File: config.mk
export PLATFORM = sky130hd
export DESIGN_NAME = dual_latch_xcvr
export DESIGN_NICKNAME = d
export VERILOG_FILES = /design/src/rtl/dlx_pkg.sv /design/src/rtl/dlx_lane.sv /design/src/rtl/dlx_clash.sv /design/src/rtl/dual_latch_xcvr.sv
export SDC_FILE = /design/constraint.sdc
export NUM_CORES = 1
export LEC_CHECK = 0
export BUFFER_PORTS_ARGS = -buffer_cell sky130_fd_sc_hd__clkbuf_2
export CORE_MARGIN = 8
export CORE_UTILIZATION = 36
export DETAILED_ROUTE_END_ITERATION = 16
export GPL_TIMING_DRIVEN = 0
export PLACE_DENSITY = 0.74
export RECOVER_POWER = 50
export SYNTH_ARGS = -nofsm -noshare
export SYNTH_HDL_FRONTEND = slang
export SYNTH_SLANG_ARGS = --single-unit
File: constraint.sdc
create_clock -name clk -period 0.8 [get_ports clk]
set_input_delay 0.12 -clock clk [delete_from_list [all_inputs] [get_ports clk]]
set_output_delay 0.12 -clock clk [all_outputs]
set_load 0.05 [all_outputs]
File: src/rtl/dlx_pkg.sv
package dlx_pkg;
  typedef struct packed {
    logic ce_n;
    logic le_n;
    logic oe_n;
  } dlx_ctrl_t;

  localparam int unsigned DLX_NUM_DIR = 2;
endpackage

File: src/rtl/dlx_lane.sv
module dlx_lane
  import dlx_pkg::*;
#(
  parameter int unsigned WIDTH = 8
) (
  input  logic             clk,
  input  logic             rst,
  input  dlx_ctrl_t        ctrl,
  input  logic [WIDTH-1:0] din,
  output logic [WIDTH-1:0] dout,
  output logic [WIDTH-1:0] oe_o,
  output logic             drive_req
);
  logic open_w;

  assign open_w    = !ctrl.ce_n && !ctrl.le_n;
  assign drive_req = !ctrl.ce_n && !ctrl.oe_n;

  always_ff @(posedge clk) begin
    if (rst) begin
      dout <= '0;
    end else if (open_w) begin
      dout <= din;
    end
  end

  always_ff @(posedge clk) begin
    if (rst) begin
      oe_o <= '0;
    end else begin
      oe_o <= {WIDTH{drive_req}};
    end
  end

  p_reset_clear_r1: assert property (@(posedge clk)
    rst |=> (dout == '0 && oe_o == '0));

  p_follow_src_r2: assert property (@(posedge clk) disable iff (rst)
    (!ctrl.ce_n && !ctrl.le_n) |=> (dout == $past(din)));

  p_hold_le_r3: assert property (@(posedge clk) disable iff (rst)
    ctrl.le_n |=> $stable(dout));

  p_hold_ce_r4: assert property (@(posedge clk) disable iff (rst)
    ctrl.ce_n |=> $stable(dout));

  p_drive_on_r5: assert property (@(posedge clk) disable iff (rst)
    (!ctrl.ce_n && !ctrl.oe_n) |=> (&oe_o));

  p_drive_off_r5: assert property (@(posedge clk) disable iff (rst)
    (ctrl.ce_n || ctrl.oe_n) |=> (oe_o == '0));
endmodule

File: src/rtl/dlx_clash.sv
module dlx_clash #(
  parameter int unsigned NUM_DIR = 2
) (
  input  logic               clk,
  input  logic               rst,
  input  logic [NUM_DIR-1:0] req,
  output logic               clash
);
  always_ff @(posedge clk) begin
    if (rst) begin
      clash <= 1'b0;
    end else begin
      clash <= &req;
    end
  end

  p_clash_rise_r8: assert property (@(posedge clk) disable iff (rst)
    (&req) |=> clash);
endmodule

File: src/rtl/dual_latch_xcvr.sv
module dual_latch_xcvr
  import dlx_pkg::*;
#(
  parameter int unsigned WIDTH = 8
) (
  input  logic             clk,
  input  logic             rst,
  input  logic [WIDTH-1:0] a_in,
  input  logic [WIDTH-1:0] b_in,
  input  logic             ab_ce_n,
  input  logic             ab_le_n,
  input  logic             ab_oe_n,
  input  logic             ba_ce_n,
  input  logic             ba_le_n,
  input  logic             ba_oe_n,
  output logic [WIDTH-1:0] a_out,
  output logic [WIDTH-1:0] a_oe,
  output logic [WIDTH-1:0] b_out,
  output logic [WIDTH-1:0] b_oe,
  output logic             both_drive
);
  localparam int unsigned NDIR = DLX_NUM_DIR;

  dlx_ctrl_t        lane_ctrl [NDIR];
  logic [WIDTH-1:0] lane_din  [NDIR];
  logic [WIDTH-1:0] lane_dout [NDIR];
  logic [WIDTH-1:0] lane_oe   [NDIR];
  logic [NDIR-1:0]  lane_req;

  // lane 0 carries A to B, lane 1 carries B to A
  assign lane_ctrl[0] = '{ce_n: ab_ce_n, le_n: ab_le_n, oe_n: ab_oe_n};
  assign lane_ctrl[1] = '{ce_n: ba_ce_n, le_n: ba_le_n, oe_n: ba_oe_n};
  assign lane_din[0]  = a_in;
  assign lane_din[1]  = b_in;

  for (genvar g = 0; g < NDIR; g++) begin : g_lane
    dlx_lane #(.WIDTH(WIDTH)) lane_i (
      .clk       (clk),
      .rst       (rst),
      .ctrl      (lane_ctrl[g]),
      .din       (lane_din[g]),
      .dout      (lane_dout[g]),
      .oe_o      (lane_oe[g]),
      .drive_req (lane_req[g])
    );
  end

  assign b_out = lane_dout[0];
  assign b_oe  = lane_oe[0];
  assign a_out = lane_dout[1];
  assign a_oe  = lane_oe[1];

  dlx_clash #(.NUM_DIR(NDIR)) clash_i (
    .clk   (clk),
    .rst   (rst),
    .req   (lane_req),
    .clash (both_drive)
  );

  p_flag_match_r8: assert property (@(posedge clk) disable iff (rst)
    both_drive == ((&a_oe) && (&b_oe)));

  p_dir_isolate_r7: assert property (@(posedge clk) disable iff (rst)
    (ab_ce_n && ab_le_n) |=> $stable(b_out));
endmodule

== Word level (Yosys, flattened, before mapping) ==
Index checks and enable logic that the tools add are counted.

* Flip-flop bits (word level): 19
* Latch bits: 0
* Memory bits (writable): 0
* Memory bits (read-only): 0
* Input port bits: 24
* Output and inout port bits: 33
* Memories: 0

* $add $sub $neg: 0
* Multiply operators: 0
* Divide/modulo/power cells: 0
* Magnitude comparators: 0
* Eq/ne operators: 0
* Shifts and indexed selects: 0
* Mux-type cells: 0
* Bitwise logic cells: 0
* Reductions and logical operators: 11

{| class="wikitable"
|+ Operators with widths
! kind !! count
|-
| zero test 1 bit || 6
|-
| logical AND 1 bit || 4
|-
| AND reduction 2 bit || 1
|}

== Logic depth before layout (Yosys ltp) ==
Gate-level depths: netlist (run 1).

* Depth after elaboration: 3
* Gate-level depth with buffers: 3

== Modules after synthesis ==
Synthesis (run 1) repeated with hierarchy kept, for this count alone.

* Cell total of the unflattened synthesis: 92
* Area total of the unflattened synthesis: 877.1 sq um

{| class="wikitable"
|+ By module, submodules not included
! module !! times used !! cells an instance !! area each (sq um) !! seq. area each (sq um)
|-
| dlx_lane || 2 || 45 || 424.2 || 180.2
|-
| dlx_clash || 1 || 2 || 28.8 || 20.0
|}

== Worst setup path after synthesis (run 1) ==
OpenSTA, ideal clock, no wires.

* Path kind: register -> output
* From: register, netlist name g_lane[1].lane_i.oe_o[0]
* To: output a_oe[1]
* Data arrival time: 1.013 ns
* Required time: 0.680 ns
* Setup slack: -0.333 ns
* Stages on the path, launching flop included: 2
* Buffers on the path: 1
* Path through: dfxtp_1 -> buf_4

{| class="wikitable"
|+ RTL lines
! what !! line !! RTL
|-
| end: declaration || dual_latch_xcvr.sv:17 || <nowiki>output logic [WIDTH-1:0] a_oe,</nowiki>
|}

No word-level cell between the ends.

== Worst setup path in the final report (run 1) ==
* From: register, netlist name g_lane[0].lane_i.oe_o[0]
* To: output b_oe[5]

{| class="wikitable"
|+ RTL lines
! what !! line !! RTL
|-
| end: declaration || dual_latch_xcvr.sv:19 || <nowiki>output logic [WIDTH-1:0] b_oe,</nowiki>
|}

No word-level cell between the ends.

==> results.py, run 1 <==
metrics = {
    "run_status": {
        "outcome": "complete, but fails checks",
        "failed_checks": "negative hold slack, negative setup slack",
    },
    "setup_path": {
        "rrSetupSlack_ns": 0.01,
        "cp_max_fo": 8,
        "end_kind": "output pin",
        "crit_type": "flop to output pin",
        "critical_path.startpoint_type": "flop",
        "startpoint": "g_lane[0].lane_i.oe_o[0]",
        "r2r_end": "g_lane[1].lane_i.dout[1]",
        "setup.worst_path.end": "b_oe[5]",
        "worstPathRequired_ns": 0.68,
        "crit_arrival_ns": 0.99,
        "r2r_cells": 3,
        "timing.rr.start": "g_lane[1].lane_i.dout[1]",
    },
    "synth": {
        "synthesis.nets": 114,
        "syn_area_um2": 837,
        "yosysUniqueCellTypes": 12,
        "syn-instance-count": 90,
        "seq_area_frac_synth": 0.454,
        "postSynthRegisterBits": 19,
        "yosys_warnings": 0,
        "avgSynthCellArea_um2": 9.30,
    },
    "drt": {
        "via_per_inst": 4.81,
        "dr.first_iter.drc_count": 12,
        "postRouteAntennaNets": 0,
        "finalWirelength_mm": 2.68,
        "route.vias.total": 870,
        "wl_per_cell_um": 14.8,
        "drt_pass1_iterations": 4,
        "drc": 0,
    },
    "pwr": {
        "power_leakage_nw": 0.750,
        "power_density_nw_per_um2": 1320,
        "vdd_drop_max_mv": 1.17,
        "power_w": 0.00229,
    },
    "clocking": {
        "clockRootBuffer": "clkbuf_4",
        "clk_latency_ns": 0.29,
        "htree_levels": 1,
        "cts_tree": "yes",
        "clkSlewWorstSetupHoldPaths_ns": 0.11,
        "cts_hold_buf": 1,
        "numClockSinks": 19,
        "cts_buffers": 3,
        "ctsLongestPathBuffers": 2,
    },
    "sta": {
        "min_period_over_period": 1.38,
        "worst_pin_slew_ns": 0.444,
        "relSlewSlack": 0.704,
        "fin_skew_ns": 0,
        "rsz0062_at_grt": "true",
        "fin_crit_ns": 1.11,
        "fin_ws_ns": -0.305,
        "fin_hold_ws_ns": -0.0372,
        "slew_viol_final": 0,
        "hold_violations": 1,
        "setup_viol": 33,
        "fmax_ghz": 0.905,
    },
    "floorplanning": {
        "start_util": 0.378,
        "die_h_um": 64.2,
        "dieArea_um2": 4120,
        "die_x_um": 64.2,
        "row_count": 17,
        "core_um2": 2210,
        "io_pins": 57,
    },
    "global_route": {
        "first_global_vias": 894,
        "grt_usage": 0.130,
        "grt_start_max_net_pins": 12,
        "grt_pass1_wl_mm": 4.34,
        "overflow": 0,
        "antenna_found_initial": 0,
    },
    "placed_design": {
        "placed_area_um2": 1170,
        "pre_cts_ws_ns": -0.230,
        "place_hpwl_mm": 1.83,
        "io_buffers": 55,
        "gp_congestion": 0.733,
    },
    "final_layout": {
        "stdcell_area_um2": 1730,
        "final_layout_size_suffix_gt1_frac": 0.686,
        "area_growth_pct": 106,
        "diodes": 0,
        "fin_nets": 178,
    },
    "worst_hold_path": {
        "hold_path.class": "input pin to flop",
    },
    "run": {
        "cap_violations": 0,
    },
}
-- worst min-delay path by stage --
stage,cells past startpoint,from,endpoint
2_1_floorplan,1,ba_oe_n,g_lane[1].lane_i.oe_o[0]
3_3_place_gp,2,ab_oe_n,g_lane[0].lane_i.oe_o[0]
3_5_place_dp,2,ab_oe_n,g_lane[0].lane_i.oe_o[0]
4_1_cts,2,ab_oe_n,g_lane[0].lane_i.oe_o[0]
5_1_grt,2,ab_oe_n,g_lane[0].lane_i.oe_o[0]
6_report,2,ab_oe_n,g_lane[0].lane_i.oe_o[0]
-- worst max-delay path, cell delays in order, from the launching register on --
cell and delay [ns]:
dfxtp_4 0.38, buf_4 0.14, clkbuf_16 0.16
-- through the flow --
stage          cells  TNS [ns]  hold WS (ns)   util
2_1_floorplan     90         0         0.181      -
3_3_place_gp     173     -2.81         0.285  0.531
3_5_place_dp     173     -3.37         0.284  0.531
4_1_cts          178     -7.14       -0.0402  0.760
5_1_grt          181     -8.39       -0.0410  0.780
6_report         181     -6.97       -0.0372  0.780
-- layout make-up --
type | instances | area [µm²]
buffer | 20 | 143
clock buffer | 3 | 22.5
clock inverter | 1 | 5.00
fill | 156 | 487
multi-input combinational | 51 | 318
sequential | 19 | 404
tap | 28 | 35.0
timing repair buffer | 59 | 798
-- metal layers --
metal  GRT usage  wire [µm]  vias to the layer above
li1            -          -                      433
met1       0.129        998                      400
met2       0.236       1440                       35
met3      0.0557        209                        2
met4      0.0490         27                        0
met5           0          0                        -
-- cells by family (layout without fill, tap and decap cells) --
| logic type | Yosys count | count (layout) | synth area share |
|---|---|---|---|
| AO/OA/AOI/OAI | 32 | 32 | 0.191 |
| AND/OR/NAND/NOR | 19 | 19 | 0.188 |
| flip-flops | 19 | 19 | 0.454 |
| buffers and inverters | 20 | 83 | 0.166 |
-- sequential cells by signal (all words and copies together), names as in the netlist --
register / count
clash_i.clash: 1
g_lane.lane_i.oe_o: 2
g_lane.lane_i.dout: 16
-- cells in the mapped netlist, drive strengths merged --
library cell   n  area share
nor3b          1      0.0090
a21oi         16       0.096
clkbuf         4       0.021
or3b          16        0.17
buf           16        0.14
o21ai         16       0.096
nor3           2       0.012
dfxtp         19        0.45
-- cell usage in the layout, fill, tap and decap left out --
master         instances
clkbuf_2              22
buf_4                 17
clkbuf_16             17
a21oi_1               16
o21ai_0               15
buf_8                 15
dfxtp_2               13
or3b_2                12
or3b_1                 4
clkbuf_1               4
dfxtp_1                4
clkbuf_4               3
buf_6                  2
nor3_1                 2
dfxtp_4                2
buf_2                  1
o21ai_1                1
nor3b_1                1
clkinv_2               1
dlygate4sd3_1          1
-- timing repair --
item | CTS | global route
resized for setup | 82 | 20
endpoints found under the setup margin | 33 | 33
endpoints found under the hold margin | 3 | 1
buffers inserted | 0 | 3
pin swaps | 0 | 2
-- report_power, final --
part / internal, W / switching, W / leakage, nW
registers: 0.000990 / 0.0000414 / 0.162
clock network: 0.000186 / 0.000308 / 0.0177
logic: 0.000372 / 0.000387 / 0.570
(Power assumes the default switching activity.)
==> run 2, diff against run 1 <==
- CELL_PAD_IN_SITES_DETAIL_PLACEMENT: unset -> 1
- CELL_PAD_IN_SITES_GLOBAL_PLACEMENT: unset -> 2
- CORE_UTILIZATION: 36 -> 19
- PLACE_DENSITY: 0.74 -> 0.83
- SKIP_LAST_GASP: unset -> 1
==> run 2 against run 1 <==
Effect of this change: sequential power about the same; count of clock-buffer cells in the layout grew 1; sequential share of layout area fell by 1.7 points; the run ends with negative setup slack left; largest cell class unchanged; register-to-register slack gained 0.03 ns; clock power up 37%.
==> results.py, run 2 (synthesized netlist as in run 1, its figures left out) <==
metrics = {
    "global_route": {
        "overflow": 0,
        "antenna_found_initial": 0,
        "grt_start_max_net_pins": 11,
        "grt_usage": 0.0926,
        "first_global_vias": 941,
        "grt_pass1_wl_mm": 4.73,
    },
    "clocking": {
        "numClockSinks": 19,
        "cts_buffers": 3,
        "ctsLongestPathBuffers": 2,
        "clockRootBuffer": "clkbuf_8",
        "htree_levels": 1,
        "clkSlewWorstSetupHoldPaths_ns": 0.08,
        "cts_hold_buf": 0,
        "cts_tree": "yes",
        "clk_latency_ns": 0.25,
    },
    "final_layout": {
        "final_layout_size_suffix_gt1_frac": 0.734,
        "area_growth_pct": 125,
        "mostFrequentLayoutCell": "clkbuf_16",
        "fin_nets": 179,
        "n_fill_cell": 456,
        "stdcell_area_um2": 1880,
        "largest_reg_flops": 16,
        "largest_registers": "g_lane.lane_i.dout: 16 flops, g_lane.lane_i.oe_o: 2 flops, clash_i.clash: 1 flops",
        "post-route-util": 0.438,
        "diodes": 0,
        "layoutNonFillerInstCount": 206,
        "mostFrequentLayoutCells": "clkbuf_16, clkbuf_2, dfxtp_2",
        "top_register": "g_lane.lane_i.dout",
    },
    "sta": {
        "fin_ws_ns": -0.251,
        "rsz0062_at_grt": "true",
        "relSlewSlack": 0.688,
        "fmax_ghz": 0.951,
        "setup_viol": 33,
        "worst_pin_slew_ns": 0.468,
        "fin_hold_ws_ns": 0.0143,
        "fin_crit_ns": 1.05,
        "hold_violations": 0,
        "slew_viol_final": 0,
        "min_period_over_period": 1.31,
        "fin_skew_ns": 0,
    },
    "worst_hold_path": {
        "hold_path.class": "input pin to flop",
        "min_path_cells": 2,
        "min_from": "ab_oe_n",
        "hold_end": "g_lane[0].lane_i.oe_o[0]",
    },
    "setup_path": {
        "critical_path.startpoint_type": "flop",
        "crit_type": "flop to output pin",
        "timing.rr.start": "g_lane[0].lane_i.dout[2]",
        "crit_arrival_ns": 0.93,
        "end_kind": "output pin",
        "r2r_end": "g_lane[0].lane_i.dout[2]",
        "rrSetupSlack_ns": 0.04,
        "r2r_cells": 3,
        "worstPathRequired_ns": 0.68,
        "cp_max_fo": 8,
    },
    "drt": {
        "drc": 0,
        "route.vias.total": 885,
        "postRouteAntennaNets": 0,
        "wl_per_cell_um": 15.4,
        "finalWirelength_mm": 3.16,
        "via_per_inst": 4.30,
        "dr.first_iter.drc_count": 16,
        "drt_pass1_iterations": 4,
    },
    "placed_design": {
        "placed_cells": 197,
        "placed_area_um2": 1200,
        "io_buffers": 55,
        "pre_cts_ws_ns": -0.281,
        "gp_congestion": 0.652,
        "place_hpwl_mm": 2.47,
    },
    "pwr": {
        "power_leakage_nw": 0.798,
        "power_density_nw_per_um2": 1340,
        "vdd_drop_max_mv": 0.457,
    },
    "floorplanning": {
        "core_um2": 4290,
        "die_x_um": 82.4,
        "start_util": 0.195,
        "die_h_um": 82.4,
        "io_pins": 57,
        "dieArea_um2": 6790,
        "row_count": 24,
    },
    "run": {
        "cap_violations": 0,
    },
    "run_status": {
        "failed_checks": "negative setup slack",
        "outcome": "complete, but fails checks",
    },
}
run 2: changes by cell type in the layout (fill, tap and decap cells not counted), sizes merged:
cell / delta
dlygate4sd3: -1
clkbuf: +9
buf: -6
clkinv: -1
run 2: what timing repair did:
item | 4_1_cts | 5_1_grt
pin swaps | 0 | 2
buffers inserted | 2 | 3
resized for setup | 91 | 21
endpoints found under the setup margin | 34 | 37
run 2: worst max-delay path by stage:
stage	startpoint	end	slack, ns	cells after the start
after floorplan	g_lane[1].lane_i.oe_o[0]	a_oe[1]	0.003	1
after global placement	ab_le_n	g_lane[0].lane_i.dout[6]	-0.18	4
after detailed placement	ba_ce_n	g_lane[1].lane_i.dout[6]	-0.28	4
after CTS	g_lane[1].lane_i.oe_o[0]	a_oe[5]	-0.25	2
after global routing	g_lane[1].lane_i.oe_o[0]	a_oe[5]	-0.29	2
final	g_lane[1].lane_i.oe_o[0]	a_oe[5]	-0.25	2
run 2: power by group:
group / total, W / switching (W) / internal, W
registers: 0.00103 / 0.0000430 / 0.000992
logic: 0.000804 / 0.000396 / 0.000407
clock network: 0.000675 / 0.000322 / 0.000354
total: 0.00251 / 0.000761 / 0.00175
run 2: metal layers:
metal	routed length (µm)	vias up	track usage
met3	279	2	0.0216
li1	-	433	-
met5	0	-	0
met1	1050	419	0.0903
met2	1800	31	0.179
met4	34	0	0.0421
run 2: layout make-up:
class                      instances  area, µm²  area share
timing repair buffer              60        873       0.464
sequential                        19        409       0.218
multi-input combinational         51        328       0.174
buffer                            20        160      0.0852
tap                               52       65.1      0.0346
clock buffer                       4       45.0      0.0240
run 2: worst max-delay path, stage by stage, from the launching register on:
cell and delay (ns):
dfxtp_4 0.38, buf_4 0.14, clkbuf_16 0.16
run 2: stage by stage:
step | TNS [ns] | total power [W]
5_1_grt | -6.79 | 0.00261
6_report | -5.00 | 0.00251
4_1_cts | -5.41 | 0.00251
3_3_place_gp | -3.14 | 0.00157
3_5_place_dp | -4.29 | 0.00159
2_1_floorplan | 0 | 0.00142
